<file path="src/rtl/sg_pkg.sv">
package sg_pkg;
    localparam int MODE_W = 16;

    // mode word bit positions
    localparam int MB_HSPOL   = 1;
    localparam int MB_VSPOL   = 2;
    localparam int MB_CSPOL   = 3;
    localparam int MB_BLANKEN = 4;
    localparam int MB_VARCS   = 5;
    localparam int MB_PAL     = 6;
    localparam int MB_DUAL    = 7;
    localparam int MB_VARBEAM = 8;
    localparam int MB_VARHS   = 9;
    localparam int MB_VARVS   = 10;
    localparam int MB_NOLONG  = 12;

    // one comparator per window kind on each axis
    typedef enum logic [1:0] {
        WIN_SYNC  = 2'd0,
        WIN_BLANK = 2'd1,
        WIN_CSYNC = 2'd2
    } win_kind_e;
    localparam int N_WIN = 3;
endpackage

</file>
<file path="src/rtl/sg_window.sv">
module sg_window #(
    parameter int W = 9
) (
    input  logic [W-1:0] cnt_i,
    input  logic [W-1:0] start_i,
    input  logic [W-1:0] stop_i,
    output logic         active_o
);
    always_comb begin
        active_o = (cnt_i >= start_i) && (cnt_i < stop_i);
    end
endmodule

</file>
<file path="src/rtl/sg_beam_ctr.sv">
module sg_beam_ctr #(
    parameter int HW = 9,
    parameter int VW = 11
) (
    input  logic          clk,
    input  logic          rst_n,
    input  logic [HW-1:0] htot_i,
    input  logic [VW-1:0] vtot_i,
    output logic [HW-1:0] h_o,
    output logic [VW-1:0] v_o,
    output logic          long_o
);
    typedef struct packed {
        logic [HW-1:0] h;
        logic [VW-1:0] v;
        logic          lng;
    } beam_s;

    beam_s beam_d, beam_q;

    always_comb begin
        beam_d = beam_q;
        if (beam_q.h >= htot_i) begin
            beam_d.h   = '0;
            beam_d.lng = ~beam_q.lng;
            if (beam_q.v >= vtot_i) begin
                beam_d.v = '0;
            end else begin
                beam_d.v = beam_q.v + 1'b1;
            end
        end else begin
            beam_d.h = beam_q.h + 1'b1;
        end
    end

    always_ff @(posedge clk or negedge rst_n) begin
        if (!rst_n) begin
            beam_q <= '0;
        end else begin
            beam_q <= beam_d;
        end
    end

    assign h_o    = beam_q.h;
    assign v_o    = beam_q.v;
    assign long_o = beam_q.lng;

    AST_H_STEP: assert property (@(posedge clk) disable iff (!rst_n)
        (h_o < htot_i) |=> (h_o == $past(h_o) + 1'b1));
    AST_H_WRAP: assert property (@(posedge clk) disable iff (!rst_n)
        (h_o >= htot_i) |=> (h_o == '0));
    AST_V_HOLD: assert property (@(posedge clk) disable iff (!rst_n)
        (h_o < htot_i) |=> $stable(v_o));
    AST_V_ADV: assert property (@(posedge clk) disable iff (!rst_n)
        (h_o >= htot_i && v_o < vtot_i) |=> (v_o == $past(v_o) + 1'b1));
    AST_V_WRAP: assert property (@(posedge clk) disable iff (!rst_n)
        (h_o >= htot_i && v_o >= vtot_i) |=> (v_o == '0));
endmodule

</file>
<file path="src/rtl/sg_timing_sel.sv">
module sg_timing_sel
    import sg_pkg::*;
#(
    parameter int HW          = 9,
    parameter int VW          = 11,
    parameter int LINE_CLKS   = 227,
    parameter int PAL_LINES   = 313,
    parameter int NTSC_LINES  = 263,
    parameter int FIX_HS_ON   = 18,
    parameter int FIX_HS_OFF  = 35,
    parameter int FIX_HB_ON   = 15,
    parameter int FIX_HB_OFF  = 53,
    parameter int FIX_VS_ON   = 3,
    parameter int FIX_VS_OFF  = 6,
    parameter int FIX_VB_LINES = 21
) (
    input  logic [MODE_W-1:0] mode_i,
    input  logic              long_i,
    input  logic [HW-1:0]     htotal_i,
    input  logic [HW-1:0]     hs_start_i,
    input  logic [HW-1:0]     hs_stop_i,
    input  logic [HW-1:0]     hb_start_i,
    input  logic [HW-1:0]     hb_stop_i,
    input  logic [VW-1:0]     vtotal_i,
    input  logic [VW-1:0]     vs_start_i,
    input  logic [VW-1:0]     vs_stop_i,
    output logic [HW-1:0]     htot_o,
    output logic [VW-1:0]     vtot_o,
    output logic [HW-1:0]     h_start_o [N_WIN],
    output logic [HW-1:0]     h_stop_o  [N_WIN],
    output logic [VW-1:0]     v_start_o [N_WIN],
    output logic [VW-1:0]     v_stop_o  [N_WIN]
);
    localparam logic [HW-1:0] HTOT_SHORT = HW'(LINE_CLKS - 1);
    localparam logic [HW-1:0] HTOT_LONG  = HW'(LINE_CLKS);
    localparam logic [VW-1:0] VTOT_PAL   = VW'(PAL_LINES - 1);
    localparam logic [VW-1:0] VTOT_NTSC  = VW'(NTSC_LINES - 1);
    localparam logic [HW-1:0] HS_ON  = HW'(FIX_HS_ON);
    localparam logic [HW-1:0] HS_OFF = HW'(FIX_HS_OFF);
    localparam logic [HW-1:0] HB_ON  = HW'(FIX_HB_ON);
    localparam logic [HW-1:0] HB_OFF = HW'(FIX_HB_OFF);
    localparam logic [VW-1:0] VS_ON  = VW'(FIX_VS_ON);
    localparam logic [VW-1:0] VS_OFF = VW'(FIX_VS_OFF);
    localparam logic [VW-1:0] VB_END = VW'(FIX_VB_LINES);

    logic var_beam, var_hs, var_vs, prog_cs, alternate;
    logic unused_mode_bits;

    assign unused_mode_bits = ^{mode_i[3:0], mode_i[4], mode_i[11], mode_i[15:13]};

    always_comb begin
        var_beam  = mode_i[MB_VARBEAM];
        var_hs    = mode_i[MB_VARHS];
        var_vs    = mode_i[MB_VARVS];
        prog_cs   = mode_i[MB_VARCS] & ~mode_i[MB_DUAL];
        alternate = ~mode_i[MB_PAL] & ~mode_i[MB_NOLONG];

        // totals
        if (var_beam) begin
            htot_o = htotal_i;
            vtot_o = vtotal_i;
        end else begin
            htot_o = (alternate && long_i) ? HTOT_LONG : HTOT_SHORT;
            vtot_o = mode_i[MB_PAL] ? VTOT_PAL : VTOT_NTSC;
        end

        // sync windows
        h_start_o[int'(WIN_SYNC)] = var_hs ? hs_start_i : HS_ON;
        h_stop_o[int'(WIN_SYNC)]  = var_hs ? hs_stop_i  : HS_OFF;
        v_start_o[int'(WIN_SYNC)] = var_vs ? vs_start_i : VS_ON;
        v_stop_o[int'(WIN_SYNC)]  = var_vs ? vs_stop_i  : VS_OFF;

        // blank windows
        h_start_o[int'(WIN_BLANK)] = var_beam ? hb_start_i : HB_ON;
        h_stop_o[int'(WIN_BLANK)]  = var_beam ? hb_stop_i  : HB_OFF;
        v_start_o[int'(WIN_BLANK)] = '0;
        v_stop_o[int'(WIN_BLANK)]  = VB_END;

        // composite windows
        h_start_o[int'(WIN_CSYNC)] = prog_cs ? hs_start_i : HS_ON;
        h_stop_o[int'(WIN_CSYNC)]  = prog_cs ? hs_stop_i  : HS_OFF;
        v_start_o[int'(WIN_CSYNC)] = prog_cs ? vs_start_i : VS_ON;
        v_stop_o[int'(WIN_CSYNC)]  = prog_cs ? vs_stop_i  : VS_OFF;
    end
endmodule

</file>
<file path="src/rtl/sg_sync_out.sv">
module sg_sync_out
    import sg_pkg::*;
(
    input  logic [MODE_W-1:0] mode_i,
    input  logic [N_WIN-1:0]  h_act_i,
    input  logic [N_WIN-1:0]  v_act_i,
    output logic              hsync_o,
    output logic              vsync_o,
    output logic              csync_o,
    output logic              blank_o
);
    logic hs_raw, vs_raw, cs_raw, bl_raw;
    logic unused_mode_bits;

    assign unused_mode_bits = ^{mode_i[0], mode_i[15:5]};

    always_comb begin
        hs_raw = h_act_i[int'(WIN_SYNC)];
        vs_raw = v_act_i[int'(WIN_SYNC)];
        cs_raw = h_act_i[int'(WIN_CSYNC)] | v_act_i[int'(WIN_CSYNC)];
        bl_raw = h_act_i[int'(WIN_BLANK)] | v_act_i[int'(WIN_BLANK)];

        // a clear polarity bit inverts: active low
        hsync_o = hs_raw ~^ mode_i[MB_HSPOL];
        vsync_o = vs_raw ~^ mode_i[MB_VSPOL];
        csync_o = cs_raw ~^ mode_i[MB_CSPOL];
        blank_o = bl_raw & mode_i[MB_BLANKEN];
    end
endmodule

</file>
<file path="src/rtl/sg_sync_gen.sv">
module sg_sync_gen
    import sg_pkg::*;
#(
    parameter int HW           = 9,
    parameter int VW           = 11,
    parameter int LINE_CLKS    = 227,
    parameter int PAL_LINES    = 313,
    parameter int NTSC_LINES   = 263,
    parameter int FIX_HS_ON    = 18,
    parameter int FIX_HS_OFF   = 35,
    parameter int FIX_HB_ON    = 15,
    parameter int FIX_HB_OFF   = 53,
    parameter int FIX_VS_ON    = 3,
    parameter int FIX_VS_OFF   = 6,
    parameter int FIX_VB_LINES = 21
) (
    input  logic          clk,
    input  logic          rst_n,
    input  logic [15:0]   mode_i,
    input  logic [HW-1:0] htotal_i,
    input  logic [HW-1:0] hsync_start_i,
    input  logic [HW-1:0] hsync_stop_i,
    input  logic [HW-1:0] hblank_start_i,
    input  logic [HW-1:0] hblank_stop_i,
    input  logic [VW-1:0] vtotal_i,
    input  logic [VW-1:0] vsync_start_i,
    input  logic [VW-1:0] vsync_stop_i,
    output logic [HW-1:0] hcount_o,
    output logic [VW-1:0] vcount_o,
    output logic          hsync_o,
    output logic          vsync_o,
    output logic          csync_o,
    output logic          blank_o
);
    logic [HW-1:0]    htot, h_cnt;
    logic [VW-1:0]    vtot, v_cnt;
    logic             long_flag;
    logic [HW-1:0]    h_start [N_WIN];
    logic [HW-1:0]    h_stop  [N_WIN];
    logic [VW-1:0]    v_start [N_WIN];
    logic [VW-1:0]    v_stop  [N_WIN];
    logic [N_WIN-1:0] h_act, v_act;

    sg_timing_sel #(
        .HW(HW), .VW(VW),
        .LINE_CLKS(LINE_CLKS), .PAL_LINES(PAL_LINES), .NTSC_LINES(NTSC_LINES),
        .FIX_HS_ON(FIX_HS_ON), .FIX_HS_OFF(FIX_HS_OFF),
        .FIX_HB_ON(FIX_HB_ON), .FIX_HB_OFF(FIX_HB_OFF),
        .FIX_VS_ON(FIX_VS_ON), .FIX_VS_OFF(FIX_VS_OFF),
        .FIX_VB_LINES(FIX_VB_LINES)
    ) u_sel (
        .mode_i     (mode_i),
        .long_i     (long_flag),
        .htotal_i   (htotal_i),
        .hs_start_i (hsync_start_i),
        .hs_stop_i  (hsync_stop_i),
        .hb_start_i (hblank_start_i),
        .hb_stop_i  (hblank_stop_i),
        .vtotal_i   (vtotal_i),
        .vs_start_i (vsync_start_i),
        .vs_stop_i  (vsync_stop_i),
        .htot_o     (htot),
        .vtot_o     (vtot),
        .h_start_o  (h_start),
        .h_stop_o   (h_stop),
        .v_start_o  (v_start),
        .v_stop_o   (v_stop)
    );

    sg_beam_ctr #(.HW(HW), .VW(VW)) u_ctr (
        .clk    (clk),
        .rst_n  (rst_n),
        .htot_i (htot),
        .vtot_i (vtot),
        .h_o    (h_cnt),
        .v_o    (v_cnt),
        .long_o (long_flag)
    );

    for (genvar k = 0; k < N_WIN; k++) begin : g_win
        sg_window #(.W(HW)) u_hwin (
            .cnt_i    (h_cnt),
            .start_i  (h_start[k]),
            .stop_i   (h_stop[k]),
            .active_o (h_act[k])
        );
        sg_window #(.W(VW)) u_vwin (
            .cnt_i    (v_cnt),
            .start_i  (v_start[k]),
            .stop_i   (v_stop[k]),
            .active_o (v_act[k])
        );
    end

    sg_sync_out u_out (
        .mode_i  (mode_i),
        .h_act_i (h_act),
        .v_act_i (v_act),
        .hsync_o (hsync_o),
        .vsync_o (vsync_o),
        .csync_o (csync_o),
        .blank_o (blank_o)
    );

    assign hcount_o = h_cnt;
    assign vcount_o = v_cnt;
endmodule

</file>
<file path="config.mk">
export PLATFORM = sky130hd
export DESIGN_NAME = sg_sync_gen
export DESIGN_NICKNAME = d
export VERILOG_FILES = /design/src/rtl/sg_pkg.sv /design/src/rtl/sg_window.sv /design/src/rtl/sg_beam_ctr.sv /design/src/rtl/sg_timing_sel.sv /design/src/rtl/sg_sync_out.sv /design/src/rtl/sg_sync_gen.sv
export SDC_FILE = /design/constraint.sdc
export NUM_CORES = 1
export LEC_CHECK = 0
export BUFFER_PORTS_ARGS = -buffer_cell sky130_fd_sc_hd__buf_4
export CORE_ASPECT_RATIO = 1.4
export CORE_MARGIN = 5
export CORE_UTILIZATION = 55
export DETAILED_ROUTE_END_ITERATION = 12
export PLACE_DENSITY = 0.8
export SYNTH_ARGS = -nofsm -noshare
export SYNTH_HDL_FRONTEND = slang
export SYNTH_HIERARCHICAL = 1
export SYNTH_SLANG_ARGS = --single-unit
</file>
<file path="constraint.sdc">
create_clock -name clk -period 2.4 [get_ports clk]
set_input_delay 0.12 -clock clk [delete_from_list [all_inputs] [get_ports clk]]
set_output_delay 0.12 -clock clk [all_outputs]
set_load 0.05 [all_outputs]
</file>
==> impl_metrics.py <==
metrics = {
    "logic_synthesis": {
        "yosys_warnings": 6,
        "yosysMostFrequentCell": "inv_1",
        "syn_inst": 730,
        "yosys.area.top_type": "ha_1",
        "synth_ff_type": "dfrtp_1",
        "ys_top_cells_by_area": "ha_1 31%, dfrtp_1 9.5%, inv_1 9.5%",
        "synth.top_cell.area_share_pct": 30.7,
        "synth_edf_count": 0,
        "avgSynthCellArea_sq_um": 7.58,
        "syn_area_sq_um": 5540,
        "synthTopCellsByCount": "140 x inv_1, 136 x ha_1, 81 x and2_1, 48 x a21oi_1, 40 x nand2_1",
        "ys_seq_area_share_pct": 9.49,
        "yosys.cell_types.count": 49,
        "async_flop_share_pct": 100,
        "synth-seq-cells": 21,
    },
    "sta": {
        "max_freq_mhz": 414,
        "final_max_slew_viol_count": 0,
        "grt_setup_unrepaired": "yes",
        "fin_hold_ws_ns": 0.323,
        "period_share_pct": 101,
        "setup_violations": 1,
        "period_minus_slack_ns": 2.42,
        "hold_viol": 0,
        "setup_ws_ns": -0.0152,
        "skew_ns": 0.00483,
    },
    "placement": {
        "gp_congestion": 0.855,
        "dpl.hpwl_um": 11900,
        "pre_cts_slack_ns": -0.0105,
        "port_buffers": 114,
    },
    "finish": {
        "syn_to_final_growth_pct": 34.7,
        "num-fill-cells": 740,
        "nets": 1125,
        "antennaDiodeCount": 0,
        "drive_above_1_share_pct": 30.5,
        "fin_util_pct": 75.3,
    },
    "grt": {
        "antenna_found_initial": 0,
        "grt_start_max_net_pins": 35,
        "track_usage_pct": 24.5,
        "overflow": 0,
        "met3_usage_pct": 2.69,
        "grt.busiest_layer": "met2",
        "first_global_vias": 5584,
        "use_met2_pct": 47.5,
        "use_met1_pct": 27.0,
        "grt_first_pass_wirelength_um": 24500,
    },
    "clock_tree": {
        "h-tree-depth": 1,
        "numCtsBuffers": 3,
        "cts_root_buffer": "clkbuf_16",
        "cts_tree": "done",
        "cts_max_path_buffers": 2,
        "clkLatencyLatePin_ns": 0.26,
        "cts_sinks": 21,
        "path_clk_slew_ns": 0.06,
    },
    "floorplan": {
        "io_pins": 120,
        "die_h_um": 129,
        "start_util_pct": 55.9,
        "core_area_sq_um": 9900,
        "die_w_um": 94.8,
        "rows": 43,
        "fp.dieArea_sq_um": 12200,
    },
    "drt": {
        "drt-pass1-iter-count": 5,
        "vias_per_cell": 5.44,
        "routed_wl_um": 16500,
        "post-route-drc-count": 0,
        "routedWlPerCell_um": 16.0,
        "first_iter_violations": 261,
        "antenna_violating_nets_post_route": 0,
        "route.vias.total": 5583,
    },
    "setup_path": {
        "crit_chain": "ha_1 -> nand2_1 -> o21ai_1 -> nand2_1 -> a2111oi_4 -> xnor2_2 -> buf_6",
        "crit_path_max_incr_delay_ns": 0.51,
        "path_class": "flop to output port",
        "path_common_cell": "nand2_1",
        "critPathSlowestCell": "dfrtp_2",
        "crit_fanout": 8,
        "cpLargestDelayFamily": "compound AO/OA/AOI/OAI gates",
        "critPathCaptureType": "output port",
        "required_ns": 2.28,
        "path_buf_inv": 1,
        "crit_arrival_ns": 2.30,
        "start_kind": "flop",
    },
    "worst_hold_path": {
        "hp-class": "input port to asynchronous set/reset pin",
    },
    "run": {
        "cap_violations": 0,
    },
    "power": {
        "finalPower_mw": 4.59,
        "power_leakage_nw": 3.84,
        "vdd_drop_max_v": 0.000393,
        "powerDensity_nw_per_um2": 615,
    },
    "run_status": {
        "violations": "negative setup slack",
        "outcome": "finished, violations left",
    },
}
[power breakdown]
| group | internal, mW | switching, mW |
|---|---|---|
| sequential | 0.464 | 0.199 |
| combinational | 1.61 | 1.95 |
| clock | 0.227 | 0.129 |
[worst reg2reg max path, delay by kind of cell (launching register included)]
| kind | cells | cell delay [ns] |
|---|---|---|
| AO/OA/AOI/OAI | 5 | 0.98 |
| flip-flops | 1 | 0.50 |
| buffers and inverters | 2 | 0.34 |
| adder cells (fa/ha/maj) | 1 | 0.26 |
| AND/OR/NAND/NOR | 1 | 0.16 |
[flip-flops by register name, summed over array words and instances, names as in the netlist]
name and cells:
u_ctr/v_o 11, u_ctr/long_o 1, u_ctr/h_o 9
[area by class of cell]
| type | instances | area (sq um) | share of cell area, % |
|---|---|---|---|
| Clock buffer | 4 | 78.8 | 1.06 |
| Inverter | 140 | 528 | 7.08 |
| Multi-Input combinational cell | 554 | 4750 | 63.7 |
| Sequential cell | 21 | 546 | 7.32 |
| Tap cell | 135 | 169 | 2.27 |
| Timing Repair Buffer | 173 | 1390 | 18.6 |
[metal layers]
layer	part of all wire (%)	wire, um
met5	0	0
met4	3.6	600
met3	5.8	949
met2	53	8790
met1	37	6130
[cell usage in the layout (no fill, tap or decap), types with 4 or more instances in the layout]
cell	count
and4_1	4
and3_1	5
nand2_1	36
and2_1	81
o21ai_2	8
a2111oi_4	6
nand2b_1	33
ha_4	22
a211oi_2	6
dfrtp_1	5
a21o_1	6
o21ai_1	19
nor2_4	4
xor2_1	5
nor2b_1	8
a21oi_1	40
a21oi_2	9
nand3_1	19
o21a_1	4
buf_6	11
nor2_1	27
nand4_1	12
conb_1	22
o21ai_0	6
ha_1	114
nand2_2	4
buf_4	154
buf_12	4
a22o_1	9
nor2b_4	4
dfrtp_2	16
inv_1	138
[path summary, 6_finish.rpt]
check | startpoint | endpoint | slack (ns) | depth (start not counted)
setup / recovery | u_ctr/v_o[6] | vsync_o | -0.02 | 7
hold / removal | rst_n | u_ctr/v_o[4] | 0.32 | 2
setup reg to reg | u_ctr/v_o[4] | u_ctr/v_o[4] | 0.09 | 9
hold reg to reg | u_ctr/long_o | u_ctr/long_o | 0.46 | 1
max in group asynchronous | rst_n | u_ctr/h_o[5] | 1.84 | 2
min in group clk | u_ctr/long_o | u_ctr/long_o | 0.46 | 1
[metrics by stage]
stage          cell area (sq um)  setup TNS [ns]  instances
2_1_floorplan               5640         -0.0895        750
3_3_place_gp                6610               0        990
3_5_place_dp                6610         -0.0273        990
4_1_cts                     6820               0       1002
5_1_grt                     7460          -0.103       1027
6_report                    7460         -0.0152       1027
[kinds of logic (layout without fill, tap and decap cells)]
group           count (synthesis)  count (layout)  share of synthesized area [%]
fa+ha+maj                     136             136                           30.7
xor+xnor                       11              11                           1.74
simple gates                  251             251                           26.5
buf+inv                       176             317                           14.3
compound gates                133             134                           17.1
other cells                     2              22                          0.136
flops                          21              21                           9.49
[repair_timing]
item | CTS | global route
setup endpoints to repair | 13 | 12
gates resized for setup | 22 | 67
endpoints found under the hold margin | 21 | 0
pin swaps | 4 | 29
hold buffers | 1 | 0
setup buffers | 7 | 24
gates cloned | 0 | 1
(Power assumes the default switching activity.)
